==> src/rtl/uart_rb_pkg.sv <==
package uart_rb_pkg;

  typedef enum logic [2:0] {
    OFS_DATA = 3'd0,
    OFS_IER  = 3'd1,
    OFS_IIR  = 3'd2,
    OFS_LCR  = 3'd3,
    OFS_MCR  = 3'd4,
    OFS_LSR  = 3'd5,
    OFS_MSR  = 3'd6,
    OFS_SCR  = 3'd7
  } ofs_e;

  localparam logic [3:0] IID_NONE = 4'h1;
  localparam logic [3:0] IID_LS   = 4'h6;
  localparam logic [3:0] IID_RDA  = 4'h4;
  localparam logic [3:0] IID_TMO  = 4'hC;
  localparam logic [3:0] IID_THRE = 4'h2;
  localparam logic [3:0] IID_MS   = 4'h0;

  // queue trigger level chosen by the setup register bits [7:6]
  function automatic int unsigned trig_bytes(input logic [1:0] sel);
    case (sel)
      2'd0:    return 1;
      2'd1:    return 4;
      2'd2:    return 8;
      default: return 14;
    endcase
  endfunction

endpackage

==> src/rtl/uart_rb_rxq.sv <==
module uart_rb_rxq #(
  parameter int W     = 8,
  parameter int DEPTH = 16
) (
  input  logic                         clk,
  input  logic                         rst,
  input  logic                         push,
  input  logic [W-1:0]                 din,
  input  logic                         pop,
  input  logic                         flush,
  output logic [W-1:0]                 dout,
  output logic [$clog2(DEPTH+1)-1:0]   count,
  output logic                         empty,
  output logic                         ovf
);
  localparam int AW = $clog2(DEPTH);
  localparam int CW = $clog2(DEPTH+1);

  logic [W-1:0]  mem [DEPTH];
  logic [AW-1:0] wp, rp;
  logic          full, do_push, do_pop;

  assign full    = (count == CW'(DEPTH));
  assign empty   = (count == '0);
  assign do_push = push && !full && !flush;
  assign do_pop  = pop && !empty && !flush;
  assign ovf     = push && full && !flush;
  assign dout    = mem[rp];

  always_ff @(posedge clk) begin
    if (do_push) mem[wp] <= din;
  end

  always_ff @(posedge clk) begin
    if (rst || flush) begin
      wp    <= '0;
      rp    <= '0;
      count <= '0;
    end else begin
      if (do_push) wp <= (wp == AW'(DEPTH-1)) ? '0 : wp + AW'(1);
      if (do_pop)  rp <= (rp == AW'(DEPTH-1)) ? '0 : rp + AW'(1);
      case ({do_push, do_pop})
        2'b10:   count <= count + CW'(1);
        2'b01:   count <= count - CW'(1);
        default: count <= count;
      endcase
    end
  end

  AST_NO_OVERFLOW: assert property (@(posedge clk) disable iff (rst)
    count <= CW'(DEPTH));
  AST_FULL_DROP: assert property (@(posedge clk) disable iff (rst)
    (full && push && !pop && !flush) |=> (count == CW'(DEPTH)));

endmodule

==> src/rtl/uart_rb_tmo.sv <==
module uart_rb_tmo #(
  parameter int TMO_CYCLES = 64
) (
  input  logic clk,
  input  logic rst,
  input  logic arm,
  input  logic kick,
  input  logic clr,
  output logic fire
);
  localparam int TW = $clog2(TMO_CYCLES);

  logic [TW-1:0] cnt;

  always_ff @(posedge clk) begin
    if (rst) begin
      cnt  <= '0;
      fire <= 1'b0;
    end else begin
      if (kick || !arm)  cnt <= '0;
      else if (!fire)    cnt <= cnt + TW'(1);
      if (clr)           fire <= 1'b0;
      else if (arm && !kick && cnt == TW'(TMO_CYCLES-1)) fire <= 1'b1;
    end
  end

  AST_TMO_CLEAR: assert property (@(posedge clk) disable iff (rst)
    clr |=> !fire);
  AST_TMO_ARMED: assert property (@(posedge clk) disable iff (rst)
    $rose(fire) |-> $past(arm));

endmodule

==> src/rtl/uart_rb_intsel.sv <==
module uart_rb_intsel
  import uart_rb_pkg::*;
(
  input  logic       ls,
  input  logic       rda,
  input  logic       tmo,
  input  logic       thre,
  input  logic       ms,
  output logic [3:0] code,
  output logic       any
);
  always_comb begin
    if (ls)        code = IID_LS;
    else if (rda)  code = IID_RDA;
    else if (tmo)  code = IID_TMO;
    else if (thre) code = IID_THRE;
    else if (ms)   code = IID_MS;
    else           code = IID_NONE;
  end

  assign any = ls | rda | tmo | thre | ms;

endmodule

==> src/rtl/uart_regbank.sv <==
module uart_regbank
  import uart_rb_pkg::*;
#(
  parameter int DEPTH      = 16,
  parameter int TMO_CYCLES = 64
) (
  input  logic        clk,
  input  logic        rst,
  input  logic        bus_sel,
  input  logic        bus_wr,
  input  logic [2:0]  bus_addr,
  input  logic [7:0]  bus_wdata,
  output logic [7:0]  bus_rdata,
  input  logic        rx_valid,
  input  logic [7:0]  rx_data,
  input  logic [2:0]  line_err,
  input  logic [3:0]  modem_chg,
  output logic        tx_valid,
  output logic [7:0]  tx_data,
  input  logic        tx_ready,
  output logic [15:0] baud_div,
  output logic [5:0]  frame_cfg,
  output logic        irq
);
  localparam int CW = $clog2(DEPTH+1);

  logic [7:0]  lcr_q, scr_q, thr_q, rdata_q, rd_mux, lsr, iir;
  logic [3:0]  ier_q, lerr_q, mdelta_q, code;
  logic [4:0]  mcr_q;
  logic [15:0] div_q;
  logic [1:0]  trig_sel_q;
  logic        fifo_en_q, thr_full_q, thre_pend_q, irq_q;

  logic          dlab, wr_en, rd_en, thr_wr, ier_wr, fcr_wr;
  logic          rbr_rd, iir_rd, lsr_rd, msr_rd, flush, hs;
  logic          thre_set, thre_clr, any_pend, tmo_fire, tmo_arm;
  logic [7:0]    rx_dout;
  logic [CW-1:0] rx_cnt, trig_lvl;
  logic          rx_empty, rx_ovf;
  ofs_e          ofs;

  assign dlab   = lcr_q[7];
  assign ofs    = ofs_e'(bus_addr);
  assign wr_en  = bus_sel && bus_wr;
  assign rd_en  = bus_sel && !bus_wr;
  assign thr_wr = wr_en && ofs == OFS_DATA && !dlab;
  assign ier_wr = wr_en && ofs == OFS_IER && !dlab;
  assign fcr_wr = wr_en && ofs == OFS_IIR;
  assign rbr_rd = rd_en && ofs == OFS_DATA && !dlab;
  assign iir_rd = rd_en && ofs == OFS_IIR;
  assign lsr_rd = rd_en && ofs == OFS_LSR;
  assign msr_rd = rd_en && ofs == OFS_MSR;
  assign flush  = fcr_wr && (bus_wdata[1] || (bus_wdata[0] != fifo_en_q));
  assign hs     = thr_full_q && tx_ready;

  uart_rb_rxq #(.W(8), .DEPTH(DEPTH)) u_rxq (
    .clk(clk), .rst(rst), .push(rx_valid), .din(rx_data), .pop(rbr_rd),
    .flush(flush), .dout(rx_dout), .count(rx_cnt), .empty(rx_empty), .ovf(rx_ovf)
  );

  assign trig_lvl = fifo_en_q ? CW'(trig_bytes(trig_sel_q)) : CW'(1);
  assign tmo_arm  = fifo_en_q && !rx_empty && (rx_cnt < trig_lvl);

  uart_rb_tmo #(.TMO_CYCLES(TMO_CYCLES)) u_tmo (
    .clk(clk), .rst(rst), .arm(tmo_arm), .kick(rx_valid || rbr_rd),
    .clr(rbr_rd || flush), .fire(tmo_fire)
  );

  uart_rb_intsel u_isel (
    .ls(ier_q[2] && (|lerr_q)),
    .rda(ier_q[0] && (rx_cnt >= trig_lvl)),
    .tmo(ier_q[0] && tmo_fire),
    .thre(thre_pend_q),
    .ms(ier_q[3] && (|mdelta_q)),
    .code(code), .any(any_pend)
  );

  assign lsr = {1'b0, !thr_full_q, !thr_full_q, lerr_q, !rx_empty};
  assign iir = {{2{fifo_en_q}}, 2'b00, code};

  always_comb begin
    case (ofs)
      OFS_DATA: rd_mux = dlab ? div_q[7:0]  : rx_dout;
      OFS_IER:  rd_mux = dlab ? div_q[15:8] : {4'b0, ier_q};
      OFS_IIR:  rd_mux = iir;
      OFS_LCR:  rd_mux = lcr_q;
      OFS_MCR:  rd_mux = {3'b0, mcr_q};
      OFS_LSR:  rd_mux = lsr;
      OFS_MSR:  rd_mux = {4'b0, mdelta_q};
      default:  rd_mux = scr_q;
    endcase
  end

  assign thre_set = (hs && ier_q[1] && !thr_wr && !(ier_wr && !bus_wdata[1])) ||
                    (ier_wr && bus_wdata[1] && !ier_q[1] && !thr_full_q);
  assign thre_clr = thr_wr || (iir_rd && code == IID_THRE) || (ier_wr && !bus_wdata[1]);

  always_ff @(posedge clk) begin
    if (rst) begin
      lcr_q <= '0; scr_q <= '0; thr_q <= '0; rdata_q <= '0;
      ier_q <= '0; lerr_q <= '0; mdelta_q <= '0; mcr_q <= '0;
      div_q <= '0; trig_sel_q <= '0; fifo_en_q <= 1'b0;
      thr_full_q <= 1'b0; thre_pend_q <= 1'b0; irq_q <= 1'b0;
    end else begin
      if (wr_en) begin
        case (ofs)
          OFS_DATA: if (dlab) div_q[7:0] <= bus_wdata;
          OFS_IER:  if (dlab) div_q[15:8] <= bus_wdata;
                    else      ier_q <= bus_wdata[3:0];
          OFS_IIR:  begin
                      fifo_en_q  <= bus_wdata[0];
                      trig_sel_q <= bus_wdata[7:6];
                    end
          OFS_LCR:  lcr_q <= bus_wdata;
          OFS_MCR:  mcr_q <= bus_wdata[4:0];
          OFS_SCR:  scr_q <= bus_wdata;
          default:  ;
        endcase
      end
      if (thr_wr) begin
        thr_q      <= bus_wdata;
        thr_full_q <= 1'b1;
      end else if (hs) begin
        thr_full_q <= 1'b0;
      end
      thre_pend_q <= thre_set || (thre_pend_q && !thre_clr);
      lerr_q      <= (lsr_rd ? 4'b0 : lerr_q) | {line_err, rx_ovf};
      mdelta_q    <= (msr_rd ? 4'b0 : mdelta_q) | modem_chg;
      irq_q       <= any_pend;
      if (rd_en) rdata_q <= rd_mux;
    end
  end

  assign bus_rdata = rdata_q;
  assign tx_valid  = thr_full_q;
  assign tx_data   = thr_q;
  assign baud_div  = div_q;
  assign frame_cfg = lcr_q[5:0];
  assign irq       = irq_q;

  AST_THR_LOAD: assert property (@(posedge clk) disable iff (rst)
    thr_wr |=> (tx_valid && tx_data == $past(bus_wdata)));
  AST_TX_HOLD: assert property (@(posedge clk) disable iff (rst)
    (tx_valid && !tx_ready && !thr_wr) |=> (tx_valid && $stable(tx_data)));
  AST_IRQ_MASKED: assert property (@(posedge clk) disable iff (rst)
    (ier_q == 4'b0 && $past(ier_q) == 4'b0 && !$past(thre_pend_q)) |-> !irq);
  AST_LS_CLEAR: assert property (@(posedge clk) disable iff (rst)
    (lsr_rd && line_err == 3'b0 && !rx_ovf) |=> (lsr[4:1] == 4'b0));

endmodule

==> config.mk <==
export PLATFORM = sky130hd
export DESIGN_NAME = uart_regbank
export DESIGN_NICKNAME = d
export VERILOG_FILES = /design/src/rtl/uart_rb_pkg.sv /design/src/rtl/uart_rb_rxq.sv /design/src/rtl/uart_rb_tmo.sv /design/src/rtl/uart_rb_intsel.sv /design/src/rtl/uart_regbank.sv
export SDC_FILE = /design/constraint.sdc
export NUM_CORES = 1
export LEC_CHECK = 0
export ABC_AREA = 1
export BUFFER_PORTS_ARGS = -buffer_cell sky130_fd_sc_hd__clkbuf_2
export CAP_MARGIN = 20
export CORE_MARGIN = 2
export CORE_UTILIZATION = 57
export DETAILED_ROUTE_END_ITERATION = 16
export PLACE_DENSITY_LB_ADDON = 0.1
export SYNTH_ARGS = -nofsm -noshare
export SYNTH_HDL_FRONTEND = slang
export SYNTH_SLANG_ARGS = --single-unit
==> constraint.sdc <==
create_clock -name clk -period 5.2 [get_ports clk]
set_clock_uncertainty 0.05 [all_clocks]
set_input_delay 0.78 -clock clk [delete_from_list [all_inputs] [get_ports clk]]
set_output_delay 0.78 -clock clk [all_outputs]
set_load 0.005 [all_outputs]
==> metrics.txt, run 1 <==
Global Route Usage Sum=26.59%; Setup TNS Final=0 ps; #FFs+latches synth=223; Starting Density=58.39%; Port Buffers=71; combinational power share=5.5%; WHS=405.8 ps; min-delay src=scr_q[6]; CTS tree=yes; share of layout cells above drive strength 1=14.27%; clock sink total=223; DR vias=7534; final global-route overflow total=0; Core Rows=47; die width=134.3 um; Syn Std Cell Area=9683 um2; DR DRC count=0; Leak=4.329 nW; Hold-fix buffers, CTS=0; most frequent cells in the layout=nand2_1 (256), edfxtp_1 (128), nand3_1 (119); sequential element share of the synthesized area=59.34%; reg2reg start=u_rxq.count[1]; worst hold path class=register to register; outcome=complete, no violations; Slew Limit Fails=0; Pre-antenna DRT Iters=5; clk_lat worst skew=510 ps; I/O Pins=72; Critical Path End Type=register; clock root buffer=clkbuf_16; Synth cell types=45; pwr/cell area=342.4 nW/um2; internal power=2.901 mW; Peak VDD IR=0.3173 mV; initial antenna violation count=0; R2R setup slack=2360 ps; synthesized area per cell=9.248 um2; postcts setup bufs=0; CP arrival=3620 ps; Yosys warning count=0; Clock power frac=43.4%; post-synth top area share=39.70%; Reg power frac=51.1%; Setup CP Type=primary input to register; relative slew slack=30.50%; Post-Route WL=23800 um; P_sw=834.5 uW; Required @ worst endpoint=5600 ps; ANT nets after route=0; ys async rst share=0%; Core Area=16580 um2; vias in the first global route=6940; Primary FF master, synth=edfxtp_1; drt via density=5.618; Crit. Startpoint=bus_addr[2]; Hold Fails Final Rpt=0; Worst-Margin Slew=1041 ps; Final Critical Period=3225 ps; Final WS setup=1975 ps; ant diodes=0; commonest non-fill, non-tap cell in the layout=nand2_1; nets=1150; # setup viols final=0; largest area contributor in the netlist=edfxtp_1; leading post-synthesis cells by cell area=edfxtp_1 (40%), dfxtp_1 (20%), nand2_1 (9.9%); max cap viols=0; Cells after Synth=1047; dpl hpwl=15880 um; Layout fillers=1390; post-place setup slack=1495 ps; worst-path maximum fanout=11; switch share=22.34%; Area Overhead vs Synth=12.66%; initial DRC count=744; Clock Pin Slew Worst Setup and Hold Paths=60 ps; EDFF count, synth=128; post-CTS sizing=0; cts bufs inserted=24; CP Launch Type=primary input; die area=18050 um2; GPL Wtd Cong=0.9613; fin crit share=62.01%; Die Y=134.3 um; maximum clock path buffer count=3; RSZ-0062 raised after global routing=no; pin count of the biggest net entering global routing=65; mean routed wirelength per cell=17.74 um; Max H-tree Level=1; Mapped Nets=1094; Max Freq=0.3101 GHz; first-pass GRT wire length=37280 um
-- metal layers --
layer | global-route usage, % | wire length (um) | vias to the layer above
li1 | - | - | 3662
met1 | 39.61 | 10830 | 3564
met2 | 41.18 | 10790 | 265
met3 | 3.704 | 1576 | 43
met4 | 7.193 | 598 | 0
met5 | 0 | 0 | -
-- power groups by stage --
stage	combinational, mW	clock (mW)	sequential [mW]
floorplan	0.122	0	1.94
global placement	0.200	0	1.95
detailed placement	0.201	0	1.95
CTS	0.203	1.64	1.91
global route	0.227	1.71	1.91
finish	0.204	1.62	1.91
-- logic make-up after synthesis --
family | synth area share, %
AOI/OAI and AO/OA | 9.200
xor gates and xnor gates | 0.7236
adders and majority gates | 2.016
buffers and inverters | 5.350
DFF | 59.34
and+or+nand+nor | 23.38
-- worst paths after layout --
path                                       end  depth (start not counted)
worst max-delay path            u_rxq.count[4]                         16
worst min-delay path                  scr_q[6]                          2
worst max register to register  u_rxq.count[4]                         14
worst min register to register        scr_q[6]                          2
-- critical path, cell delays in order --
cell and delay [ps]:
clkbuf_2 190, inv_2 140, nand3_1 400, nor3_2 420
nand2_1 200, inv_2 120, ha_1 240, inv_1 100
fa_1 400, nor2_1 120, a211oi_1 60, nand2_1 70
nand2_1 40, nor2_1 110, o21ai_0 90, a21oi_1 120
-- synthesized netlist by cell type, drive strengths merged, types with 3 or more instances --
library cell  number
nor4               3
clkinv             4
ha                14
a21oi             87
xor2               7
dfxtp             95
nor3              14
nand4              6
a211oi             3
nand2            262
nand3            121
clkbuf            20
edfxtp           128
nor2             102
inv               71
o21ai             70
buf               27
-- cell type report --
type / instances / area (um2) / area share, %
flip-flops and latches: 223 / 5747 / 52.68
multi-input cells: 702 / 3420 / 31.35
clock buffers: 36 / 710.7 / 6.515
repair buffers: 77 / 412.9 / 3.785
inverters: 75 / 289.0 / 2.649
well taps: 220 / 275.3 / 2.523
clock inverters: 8 / 55.05 / 0.5046
-- per-stage QoR --
stage | cell area [um2] | power, mW | util (%) | instances
after global placement | 10120 | 2.147 | 61.00 | 1295
final | 10910 | 3.735 | 65.78 | 1341
after global routing | 10910 | 3.850 | 65.78 | 1341
after floorplan | 9683 | 2.064 | - | 1047
after detailed placement | 10120 | 2.148 | 61.00 | 1295
after CTS | 10880 | 3.749 | 65.62 | 1339
-- sequential cells by signal, summed over array words and instances, names as in the netlist, 6 cells and up, named ones only --
register,count
tx_data,8
baud_div,16
u_tmo.cnt,6
u_rxq.mem,128
bus_rdata,8
scr_q,8
lcr_q,8
Power figures use the tool's default switching activity.
==> run 2: changes to the inputs <==
==> constraint.sdc (replaced) <==
create_clock -name clk -period 3.2 [get_ports clk]
set_clock_uncertainty 0.05 [all_clocks]
set_input_delay 0.48 -clock clk [delete_from_list [all_inputs] [get_ports clk]]
set_output_delay 0.48 -clock clk [all_outputs]
set_load 0.005 [all_outputs]
==> run 2 against run 1 <==
  * Sequential share of layout area shrank 0.28 points
  * Utilization grew 0.35 points
  * Via count grew 0.56%
  * Final area grew 0.53%
  * Register-to-register slack lost 2000 ps
  * Setup slack lost 1600 ps
  * Largest power group unchanged
  * Global-route usage grew 0.59 points
  * Routed wire length grew 2.4%
  * Combinational power grew 66%
  * Power grew 61%
==> metrics.txt, run 2 (synthesis gave the netlist of run 1 again) <==
outcome=complete, no violations; P_sw=1.347 mW; vias in the first global route=6962; Final WS setup=391.3 ps; GPL Wtd Cong=0.9614; Pre-antenna DRT Iters=5; dpl hpwl=16570 um; relative slew slack=50.64%; initial antenna violation count=0; clock sink total=223; RSZ-0062 raised after global routing=no; switch share=22.38%; DR vias=7576; Util after Layout=66.13%; DR DRC count=0; CP Launch Type=register; Crit path top cell by count=nand2_1; post-place setup slack=196.0 ps; Area Overhead vs Synth=13.26%; Post-Route WL=24380 um; die width=134.3 um; I/O Pins=72; clock root buffer=clkbuf_16; worst hold path class=primary input to register; Layout fillers=1377; drt via density=5.595; most frequent cells in the layout=nand2_1 (256), edfxtp_1 (128), nand3_1 (119); fin crit share=87.77%; cts bufs inserted=23; Port Buffers=71; Required @ worst endpoint=3540 ps; Core Rows=47; CP cell instances=nor4_1 -> nand2_1 -> nand2_1 -> inv_2 -> ha_1 -> ha_1 -> nand2_1 -> nor2_1 -> a211oi_1 -> nand2_1 -> nand2_1 -> nor2_1 -> o21ai_0 -> a21oi_1; mean routed wirelength per cell=18.00 um; Largest register FFs=128; ant diodes=0; Slew Limit Fails=0; Reg power frac=51.5%; Max H-tree Level=1; Hold-fix buffers, CTS=0; first-pass GRT wire length=38150 um; postcts setup bufs=0; initial DRC count=730; CP max stage delay=480 ps; Top reg by flops=u_rxq.mem; ANT nets after route=0; pwr/cell area=548.9 nW/um2; crit path max-delay cell type=nor4_1; Setup CP Type=register to register; # setup viols final=0; Crit. Startpoint=u_rxq.count[1]; internal power=4.672 mW; Clock power frac=42.8%; max cap viols=0; Die Y=134.3 um; Hold Fails Final Rpt=0; CP arrival=3150 ps; Core Area=16580 um2; worst-path maximum fanout=5; Max Freq=0.3560 GHz; Leak=4.365 nW; maximum clock path buffer count=3; CTS tree=yes; clk_lat worst skew=510 ps; nets=1164; min-delay src=modem_chg[1]; Peak VDD IR=0.4070 mV; Global Route Usage Sum=27.18%; Worst-Margin Slew=737.6 ps; Starting Density=58.39%; commonest non-fill, non-tap cell in the layout=nand2_1; Setup TNS Final=0 ps; placed cell areas=10240 um2; post-CTS sizing=0; Final Critical Period=2809 ps; final global-route overflow total=0; Critical Path End Type=register; pin count of the biggest net entering global routing=65; share of layout cells above drive strength 1=14.64%; Clock Pin Slew Worst Setup and Hold Paths=60 ps; die area=18050 um2; fin area=10970 um2; reg2reg start=u_rxq.count[1]; combinational power share=5.6%
==> run 2: cell types whose count changed in the layout (fill, tap and decap cells not counted), moves of 2 or more <==
cell and delta:
buf_4 +17, clkbuf_1 +2, clkbuf_2 -3, clkbuf_8 -2, clkinv_1 +5, clkinv_2 -3
==> run 2: path summary, 6_finish.rpt <==
kind | cells after the start | to | slack (ps)
setup / recovery | 14 | u_rxq.count[4] | 390
hold reg to reg | 2 | scr_q[2] | 410
setup reg to reg | 14 | u_rxq.count[4] | 390
hold / removal | 3 | mdelta_q[1] | 130
==> run 2: metrics by stage <==
stage / instances / hold slack, ps / total power [mW]
3_5_place_dp: 1312 / 398.6 / 3.498
4_1_cts: 1354 / 124.0 / 6.040
2_1_floorplan: 1047 / 374.5 / 3.354
5_1_grt: 1354 / 135.4 / 6.210
3_3_place_gp: 1312 / 389.1 / 3.491
6_report: 1354 / 126.9 / 6.020
==> run 2: per-layer routing <==
layer  vias up  GRT usage (%)  share of wire [%]
met5         -              0                  0
met4         0          7.485                2.2
met1      3582          42.00                 47
met2       263          40.42                 44
met3        42          3.666                6.5
li1       3689              -                  -
==> run 2: power by group through the flow <==
stage | Clock [mW] | Sequential (mW) | Combinational [mW]
2_1_floorplan | 0 | 3.16 | 0.198
3_3_place_gp | 0 | 3.16 | 0.330
3_5_place_dp | 0 | 3.16 | 0.334
4_1_cts | 2.60 | 3.10 | 0.336
5_1_grt | 2.73 | 3.11 | 0.377
6_report | 2.58 | 3.10 | 0.338
==> run 2: critical path, delay by kind of cell, from the launching register on <==
family                     cells  cell delay [ps]
buffers and inverters          1               70
and+or+nand+nor                8             1170
DFF                            1              350
adders and majority gates      2              610
AOI/OAI and AO/OA              3              430
==> run 2: layout make-up <==
| cell class | count | area, um2 | share of cell area [%] |
|---|---|---|---|
| Tap cell | 220 | 275.3 | 2.510 |
| Clock inverter | 10 | 72.57 | 0.6617 |
| Inverter | 75 | 289.0 | 2.635 |
| Timing Repair Buffer | 92 | 513.0 | 4.678 |
| Sequential cell | 223 | 5747 | 52.40 |
| Clock buffer | 32 | 650.6 | 5.933 |
| Multi-Input combinational cell | 702 | 3420 | 31.18 |
